**src/rtl/mcs_seq_pkg.sv**
```systemverilog
package mcs_seq_pkg;

    typedef enum logic [2:0] {
        ST_IDLE  = 3'd0,
        ST_BLANK = 3'd1,
        ST_WAIT2 = 3'd2,
        ST_WAIT3 = 3'd3,
        ST_WAIT4 = 3'd4,
        ST_DONE  = 3'd5
    } mcs_stage_e;

    typedef struct packed {
        logic phase_sync;
        logic hs_div;
        logic dev_div;
    } mcs_strobe_t;

    localparam mcs_strobe_t NO_STROBE = '{phase_sync: 1'b0, hs_div: 1'b0, dev_div: 1'b0};

    // A stage that waits for a reference edge
    function automatic logic accepts_edge(mcs_stage_e s);
        return (s == ST_IDLE) || (s == ST_WAIT2) || (s == ST_WAIT3) || (s == ST_WAIT4);
    endfunction

    // Strobe fired when an edge is accepted in stage s
    function automatic mcs_strobe_t strobe_for(mcs_stage_e s);
        mcs_strobe_t r;
        r = NO_STROBE;
        case (s)
            ST_IDLE, ST_WAIT2: r.dev_div    = 1'b1;
            ST_WAIT3:          r.hs_div     = 1'b1;
            ST_WAIT4:          r.phase_sync = 1'b1;
            default:           r = NO_STROBE;
        endcase
        return r;
    endfunction

    // Stage entered after an accepted edge
    function automatic mcs_stage_e next_after_edge(mcs_stage_e s);
        case (s)
            ST_IDLE:  return ST_BLANK;
            ST_WAIT2: return ST_WAIT3;
            ST_WAIT3: return ST_WAIT4;
            ST_WAIT4: return ST_DONE;
            default:  return s;
        endcase
    endfunction

endpackage

```
**src/rtl/mcs_sysref_edge.sv**
```systemverilog
module mcs_sysref_edge #(
    parameter int SYNC_STAGES = 2
) (
    input  logic clk,
    input  logic rst,
    input  logic sysref_i,
    output logic rise_o
);
    localparam int CHAIN_W = SYNC_STAGES + 1;

    logic [CHAIN_W-1:0] chain;

    generate
        if (SYNC_STAGES < 2) begin : g_bad_depth
            initial $error("SYNC_STAGES must be at least 2");
        end
    endgenerate

    always_ff @(posedge clk) begin
        if (rst) begin
            chain <= '0;
        end else begin
            chain <= {chain[CHAIN_W-2:0], sysref_i};
        end
    end

    // Synchronized high now, synchronized low one cycle earlier
    assign rise_o = chain[SYNC_STAGES-1] & ~chain[SYNC_STAGES];

endmodule

```
**src/rtl/mcs_blank_timer.sv**
```systemverilog
module mcs_blank_timer #(
    parameter int BLANK_TICKS = 1024
) (
    input  logic clk,
    input  logic rst,
    input  logic clear_i,
    input  logic run_i,
    input  logic tick_i,
    output logic expire_o
);
    localparam int CNT_W = (BLANK_TICKS < 2) ? 1 : $clog2(BLANK_TICKS);
    localparam logic [CNT_W-1:0] LAST = CNT_W'(BLANK_TICKS - 1);

    logic [CNT_W-1:0] cnt;

    assign expire_o = run_i & tick_i & (cnt == LAST);

    always_ff @(posedge clk) begin
        if (rst || clear_i || expire_o) begin
            cnt <= '0;
        end else if (run_i && tick_i) begin
            cnt <= cnt + 1'b1;
        end
    end

endmodule

```
**src/rtl/mcs_stage_fsm.sv**
```systemverilog
module mcs_stage_fsm
    import mcs_seq_pkg::*;
(
    input  logic        clk,
    input  logic        rst,
    input  logic        enable_i,
    input  logic        rise_i,
    input  logic        blank_done_i,
    output mcs_stage_e  stage_o,
    output mcs_strobe_t strobe_o,
    output logic        done_o,
    output logic        timer_clear_o,
    output logic        timer_run_o
);
    mcs_stage_e  state_q, state_d;
    mcs_strobe_t strobe_d;
    logic        en_q;
    logic        arm;

    assign arm = enable_i & ~en_q;

    always_comb begin
        state_d  = state_q;
        strobe_d = NO_STROBE;
        if (arm) begin
            state_d = ST_IDLE;
        end else if (enable_i) begin
            if (state_q == ST_BLANK) begin
                if (blank_done_i) begin
                    state_d = ST_WAIT2;
                end
            end else if (rise_i && accepts_edge(state_q)) begin
                strobe_d = strobe_for(state_q);
                state_d  = next_after_edge(state_q);
            end
        end
    end

    always_ff @(posedge clk) begin
        if (rst) begin
            state_q  <= ST_IDLE;
            strobe_o <= NO_STROBE;
            done_o   <= 1'b0;
            en_q     <= 1'b0;
        end else begin
            state_q  <= state_d;
            strobe_o <= strobe_d;
            done_o   <= (state_d == ST_DONE);
            en_q     <= enable_i;
        end
    end

    assign stage_o       = state_q;
    assign timer_clear_o = arm;
    assign timer_run_o   = enable_i & ~arm & (state_q == ST_BLANK);

endmodule

```
**src/rtl/mcs_stage_seq.sv**
```systemverilog
module mcs_stage_seq
    import mcs_seq_pkg::*;
#(
    parameter int SYNC_STAGES = 2,
    parameter int BLANK_TICKS = 1024
) (
    input  logic       clk,
    input  logic       rst,
    input  logic       ref_tick_i,
    input  logic       sysref_i,
    input  logic       enable_i,
    output logic       dev_div_sync_o,
    output logic       hs_div_sync_o,
    output logic       phase_sync_o,
    output logic [2:0] stage_o,
    output logic       done_o
);
    logic        rise;
    logic        blank_done;
    logic        t_clear;
    logic        t_run;
    mcs_stage_e  stage;
    mcs_strobe_t strobe;

    mcs_sysref_edge #(.SYNC_STAGES(SYNC_STAGES)) u_edge (
        .clk      (clk),
        .rst      (rst),
        .sysref_i (sysref_i),
        .rise_o   (rise)
    );

    mcs_blank_timer #(.BLANK_TICKS(BLANK_TICKS)) u_timer (
        .clk      (clk),
        .rst      (rst),
        .clear_i  (t_clear),
        .run_i    (t_run),
        .tick_i   (ref_tick_i),
        .expire_o (blank_done)
    );

    mcs_stage_fsm u_fsm (
        .clk           (clk),
        .rst           (rst),
        .enable_i      (enable_i),
        .rise_i        (rise),
        .blank_done_i  (blank_done),
        .stage_o       (stage),
        .strobe_o      (strobe),
        .done_o        (done_o),
        .timer_clear_o (t_clear),
        .timer_run_o   (t_run)
    );

    assign stage_o        = stage;
    assign dev_div_sync_o = strobe.dev_div;
    assign hs_div_sync_o  = strobe.hs_div;
    assign phase_sync_o   = strobe.phase_sync;

endmodule

```
**config.mk**
```make
export PLATFORM = sky130hd
export DESIGN_NAME = mcs_stage_seq
export DESIGN_NICKNAME = d
export VERILOG_FILES = /design/src/rtl/mcs_seq_pkg.sv /design/src/rtl/mcs_sysref_edge.sv /design/src/rtl/mcs_blank_timer.sv /design/src/rtl/mcs_stage_fsm.sv /design/src/rtl/mcs_stage_seq.sv
export SDC_FILE = /design/constraint.sdc
export NUM_CORES = 1
export LEC_CHECK = 0
export BUFFER_PORTS_ARGS = -buffer_cell sky130_fd_sc_hd__buf_2
export CAP_MARGIN = 15
export CORE_MARGIN = 2
export CORE_UTILIZATION = 58
export DETAILED_ROUTE_END_ITERATION = 6
export GPL_TIMING_DRIVEN = 0
export PLACE_DENSITY = 0.8
export SLEW_MARGIN = 10
export SYNTH_ARGS = -nofsm -noshare
export SYNTH_HDL_FRONTEND = slang
export SYNTH_SLANG_ARGS = --single-unit
```
**constraint.sdc**
```tcl
create_clock -name clk -period 3.61 [get_ports clk]
set_input_delay 0.1805 -clock clk [delete_from_list [all_inputs] [get_ports clk]]
set_output_delay 0.1805 -clock clk [all_outputs]
set_load 0.05 [all_outputs]
```
==> key figures, run 1 <==
Critical path
  • Crit end category: register
  • Crit path kind: reg2reg
  • Critical path's top delay family: simple AND/OR/NAND/NOR gates
  • Startpoint types: register
  • Arrival @ worst endpoint: about 1.9 ns
  • Buf/Inv on CP: 2
  • Crit-path slowest cell: dfxtp_1
  • Crit path max fanout: 10
  • Crit-path cells: buf_6, or3b_1, buf_2, or2_4, o21ai_4, a21oi_1
  • Slowest Stage Delay on Critical Path: 0.33 ns
  • Crit path required time: 3.80 ns

Place
  • Port bufs: 11
  • Dpl cell area: 0.00102 mm2
  • GPL Wtd Cong: 0.830
  • DP HPWL: around 1300 um

Final layout
  • Design area: 0.00104 mm2
  • Ant. Diodes: 0
  • Fin util: 68.6%
  • Share of layout cells above drive strength 1: 16.0%
  • Most frequent cells in the layout: 21 x dfxtp_1, 12 x nor2_1, 12 x buf_2, 7 x nand2_1, 7 x xnor2_1
  • Area Growth Syn to Fin: 10.7%
  • Post-layout nets: 126
  • Most common cell after layout, fill and taps aside: dfxtp_1

Route
  • DR WL/cell: around 13 um
  • Via density per instance: around 5.8
  • Wirelength, routed: 1730 um
  • DRC violations left: 0
  • Drt initial violations: 23
  • Antenna Nets Post-Route: 0
  • TritonRoute pass-1 iters: 4
  • Total number of vias: 785

Timing
  • Final TNS setup: 0 ns
  • Worst-margin pin slew: 0.397 ns
  • Fin. max-slew vios: 0
  • Tmin final: 1.69 ns
  • Slew headroom: 73.2%
  • Endpoints failing setup: 0
  • Tcrit/Tclk final: 46.8%
  • Worst-case clock skew: 0.00909 ns
  • Fmax: approximately 0.59 GHz
  • Final Hold Fails: 0
  • RSZ-0062 raised after global routing: false

Synthesis
  • Syn. warnings: 0
  • Yosys top cell area share: between 40% and 50%
  • Seq cells post-synth: 21
  • Synth cell types: 34
  • Seq/Total Area, Yosys: between 40% and 50%
  • Avg Cell Area, Syn: 9.07 um2
  • Syn Nets: 110
  • Area contributors post-synth: dfxtp_1 45%, xnor2_1 6.5%, nor2_1 4.8%, nor2b_1 4.0%, nand3_1 3.2%
  • Asr flop ratio synth: 0%
  • Synth Cell Area: 943 um2
  • Post-Synthesis Cells: 104
  • Number of synthesized flops with an enable pin: 0
  • Top FF cell, synth: dfxtp_1
  • Dominant cell type by area after synthesis: dfxtp_1

Power
  • Clock Power Share: 30.6%
  • Lkg Pwr: 0.374 nW
  • Switching Fraction: 22.2%
  • Switching power total: 0.0000808 W
  • Combinational share of power: 4.9%
  • Sequential group share of total power: 64.6%
  • VDD IR max: 0.211 mV
  • Int Pwr: about 0.00028 W
  • Pwr dens: 349 mW/mm2

Global routing
  • Largest net degree at the start of global routing: 12
  • Remaining Overflow, GRT: 0
  • First-pass GRT wire length: 2990 um
  • Initial antenna violation count: 0
  • Gr usage total: 21.0%
  • Vias in the first global route: 699

CTS
  • H-tree depth: 1
  • Clock latency on the worst-skew pair: 0.30 ns
  • CTS tree: done
  • CTS resizes: 0
  • Clock Path Buffers: 2
  • CTS hold repair buffers: 0
  • Root buffer cell: clkbuf_4
  • Setup Buffers After CTS: 0
  • Sink Count: 21
  • Number of buffers created by CTS: 3
  • Worst-path clk slew: 0.10 ns

Job
  • Maxcap violations: 0

Floorplanning
  • # rows: 14
  • Die height: 44.3 um
  • Core ar.: ~0.0015 mm2
  • Initial Utilization: just over 60%
  • Die width: 44.3 um
  • Num ports: 12
  • Overall die area: approximately 0.0020 mm2

Min path
  • Worst min-delay path category: in2reg

Run status
  • Status: complete, no violations
==> flip-flops by register name (all words and copies together), names as in the netlist <==
| name | flops |
|---|---|
| u_edge.chain | 3 |
| u_fsm.done_o | 1 |
| u_fsm.en_q | 1 |
| u_fsm.stage_o | 3 |
| u_fsm.strobe_o | 3 |
| u_timer.cnt | 10 |
==> final cells by class <==
type                       instances  area [um2]
inverter                           3        11.3
fill                             140         479
buffer                             4        23.8
tap                               16        20.0
multi-input combinational         76         488
timing repair buffer              11        55.1
sequential                        21         420
clock buffer                       4        26.3
==> routing by layer <==
| layer | up-vias | global-route usage (%) | share of wire, % |
|---|---|---|---|
| met5 | - | 0 | 0 |
| met4 | 0 | 9.70 | 1.9 |
| met3 | 5 | 3.67 | 5.2 |
| met2 | 24 | 32.1 | 45 |
| met1 | 363 | 28.9 | 48 |
| li1 | 393 | - | - |
==> synth_stat cells (2+ instances only) <==
master,count
nand4b_1,3
nor4_1,2
o21ai_0,4
nand4_1,2
nand3_1,6
and4b_1,2
xor2_1,2
a21oi_1,2
xnor2_1,7
inv_1,3
nor2b_1,6
nor3_1,3
nand2b_1,3
clkbuf_1,2
nor2_1,12
dfxtp_1,21
nand2_1,7
==> power groups by stage <==
| stage | clock network, W | registers [W] | logic (W) |
|---|---|---|---|
| 2_1_floorplan | 0 | 0.000241 | 0.0000104 |
| 3_3_place_gp | 0 | 0.000240 | 0.0000170 |
| 3_5_place_dp | 0 | 0.000240 | 0.0000176 |
| 4_1_cts | 0.000111 | 0.000235 | 0.0000176 |
| 5_1_grt | 0.000123 | 0.000236 | 0.0000201 |
| 6_report | 0.000111 | 0.000235 | 0.0000177 |
==> per-stage QoR <==
step           std cells  total power (W)  hold WS [ns]  setup slack [ns]
2_1_floorplan        104         0.000251         0.250              1.81
3_3_place_gp         131         0.000257         0.397              1.96
3_5_place_dp         131         0.000258         0.420              1.91
4_1_cts              135         0.000364         0.109              1.90
5_1_grt              135         0.000379         0.128              1.77
6_report             135         0.000364         0.106              1.92
==> cell families after synthesis <==
kind of cell / count (synthesis) / synth area share [%]
compound gates: 11 / 7.96
buf+inv: 7 / 3.71
xor+xnor: 9 / 8.36
simple gates: 54 / 33.0
fa+ha+maj: 1 / 1.33
mux: 1 / 1.06
flops: 21 / 44.6
==> worst paths after layout <==
| kind | from | endpoint | slack [ns] | cells past startpoint |
|---|---|---|---|---|
| hold / removal | sysref_i | u_edge.chain[0]$_SDFF_PP0_ | 0.11 | 2 |
| setup / recovery | u_fsm.stage_o[2]$_SDFF_PP0_ | u_timer.cnt[1]$_SDFFE_PP0P_ | 1.92 | 6 |
| hold reg to reg | u_edge.chain[0]$_SDFF_PP0_ | u_edge.chain[1]$_SDFF_PP0_ | 0.46 | 1 |
| setup reg to reg | u_fsm.stage_o[2]$_SDFF_PP0_ | u_timer.cnt[1]$_SDFFE_PP0P_ | 1.92 | 6 |
Power figures use the tool's default switching activity.
==> run 2: changes to the inputs <==
- CORE_UTILIZATION: 58 -> 54
- PLACE_DENSITY: 0.8 -> 0.75
- clock period: 3.61 -> 1.6 ns (I/O delays scaled with it)
==> key figures, run 2 (synthesized netlist as in run 1, its figures left out) <==
Timing
  • Fmax: 0.632 GHz (was 0.592 GHz)
  • Slew headroom: 73.8% (was 73.2%)
  • Worst-case clock skew: 0.00573 ns (was 0.00909 ns)
  • Worst-margin pin slew: 0.389 ns (was 0.397 ns)
  • Fin. max-slew vios: 0 (unchanged)
  • Tcrit/Tclk final: 98.8% (was 46.8%)
  • Endpoints failing setup: 0 (unchanged)
  • Tmin final: 1.58 ns (was 1.69 ns)
  • Final TNS setup: 0 ns (unchanged)
  • PnR worst setup slack: 0.0188 ns (was 1.92 ns)
  • Final Hold Fails: 0 (unchanged)

CTS
  • H-tree depth: 1 (unchanged)
  • Clock latency on the worst-skew pair: 0.30 ns (about the same)
  • Number of buffers created by CTS: 3 (unchanged)
  • Clock Path Buffers: 2 (unchanged)
  • Worst-path clk slew: 0.12 ns (was 0.10 ns)
  • CTS tree: done (unchanged)
  • Sink Count: 21 (unchanged)
  • Root buffer cell: clkbuf_4 (unchanged)

Global routing
  • First-pass GRT wire length: 2990 um (about the same)
  • Remaining Overflow, GRT: 0 (unchanged)
  • Gr usage total: 20.0% (was 21.0%)
  • Largest net degree at the start of global routing: 12 (unchanged)
  • Initial antenna violation count: 0 (unchanged)
  • Vias in the first global route: 700 (was 699)

Place
  • DP HPWL: 1220 um (was 1270 um)
  • Place WS: -0.109 ns (was 1.91 ns)
  • Port bufs: 11 (unchanged)
  • GPL Wtd Cong: 0.772 (was 0.830)

Power
  • Lkg Pwr: 0.429 nW (was 0.374 nW)
  • VDD IR max: 0.514 mV (was 0.211 mV)
  • Pwr dens: 725 mW/mm2 (was 349 mW/mm2)

Critical path
  • Crit-path cells: nand4_1, or3_4, o211ai_1, a21oi_1 (was buf_6, or3b_1, buf_2, or2_4, o21ai_4, a21oi_1)
  • Slowest Stage Delay on Critical Path: 0.45 ns (was 0.33 ns)
  • Arrival @ worst endpoint: 1.76 ns (was 1.87 ns)
  • Crit end category: register (unchanged)
  • Crit path kind: reg2reg (unchanged)
  • Buf/Inv on CP: 0 (was 2)
  • Crit path required time: 1.78 ns (was 3.80 ns)
  • Critical path's top delay family: simple AND/OR/NAND/NOR gates (unchanged)
  • Crit-path slowest cell: or3_4 (was dfxtp_1)
  • Startpoint types: register (unchanged)
  • Crit path max fanout: 4 (was 10)

Job
  • Maxcap violations: 0 (unchanged)

Final layout
  • Fill count: 140 (unchanged)
  • Ant. Diodes: 0 (unchanged)
  • Share of layout cells above drive strength 1: 27.8% (was 16.0%)
  • Most frequent cells in the layout: 16 x dfxtp_1, 12 x nor2_1, 11 x buf_2, 8 x buf_4 (was 21 x dfxtp_1, 12 x nor2_1, 12 x buf_2, 7 x nand2_1, 7 x xnor2_1)
  • Most common cell after layout, fill and taps aside: dfxtp_1 (unchanged)
  • Area Growth Syn to Fin: 21.2% (was 10.7%)
  • Top reg by flops: u_timer.cnt (unchanged)
  • Max FFs per register: 10 (unchanged)
  • Post-layout nets: 133 (was 126)

Route
  • Wirelength, routed: 2030 um (was 1730 um)
  • Antenna Nets Post-Route: 0 (unchanged)
  • Drt initial violations: 16 (was 23)
  • DRC violations left: 0 (unchanged)
  • TritonRoute pass-1 iters: 4 (unchanged)
  • Total number of vias: 823 (was 785)
  • DR WL/cell: 14.2 um (was 12.8 um)
  • Via density per instance: 5.76 (was 5.81)

Floorplanning
  • Num ports: 12 (unchanged)
  • Die height: 45.8 um (was 44.3 um)
  • Core ar.: 0.00169 mm2 (was 0.00152 mm2)
  • # rows: 15 (was 14)
  • Initial Utilization: 55.9% (was 61.9%)
  • Overall die area: 0.00210 mm2 (was 0.00197 mm2)
  • Die width: 45.8 um (was 44.3 um)

Min path
  • Worst min-delay path category: in2reg (unchanged)

Run status
  • Status: complete, no violations (unchanged)
[run 2: final cells by class]
cell class	count	area (um2)	area share, %
repair buffers	20	125	10.9
flip-flops and latches	21	434	38.0
plain buffers	2	8.76	0.766
clock buffers	4	26.3	2.30
well taps	17	21.3	1.86
multi-input cells	76	517	45.2
inverters	3	11.3	0.985
[run 2: final timing paths]
kind | start | endpoint | slack, ns | cells after the start
min reg2reg | u_fsm.stage_o[1]$_SDFF_PP0_ | u_fsm.strobe_o[2]$_SDFF_PP0_ | 0.46 | 1
max | u_timer.cnt[3]$_SDFFE_PP0P_ | u_fsm.stage_o[0]$_SDFF_PP0_ | 0.02 | 4
min | rst | u_edge.chain[1]$_SDFF_PP0_ | 0.04 | 2
max reg2reg | u_timer.cnt[3]$_SDFFE_PP0P_ | u_fsm.stage_o[0]$_SDFF_PP0_ | 0.02 | 4
[run 2: repair_timing]
action	4_1_cts	5_1_grt
setup endpoints to repair	10	12
gates cloned	0	0
hold buffers	0	1
gates resized for setup	3	10
setup buffers	3	5
pin swaps	4	6
endpoints found under the hold margin	0	1
[run 2: per-stage QoR]
stage | power [W] | std cells | instance area, um2 | hold slack (ns) | util [%]
finish | 0.000829 | 143 | 1140 | 0.0417 | 67.7
global route | 0.000861 | 143 | 1140 | 0.0520 | 67.7
CTS | 0.000826 | 138 | 1070 | 0.0181 | 63.4
detailed placement | 0.000580 | 132 | 1030 | 0.332 | 60.7
global placement | 0.000579 | 132 | 1030 | 0.295 | 60.7
floorplan | 0.000565 | 104 | 950 | 0.142 | -
[run 2: layer usage]
layer / vias up / part of all wire (%) / global-route usage, %
li1: 408 / - / -
met1: 377 / 46 / 26.7
met2: 30 / 47 / 30.1
met3: 8 / 3.4 / 3.57
met4: 0 / 3.6 / 12.0
met5: - / 0 / 0
[run 2: power breakdown]
part | total, W | internal, W | switching [W]
sequential | 0.000526 | 0.000523 | 0.00000324
combinational | 0.0000457 | 0.0000200 | 0.0000256
clock | 0.000257 | 0.0000972 | 0.000159
total | 0.000829 | 0.000640 | 0.000188
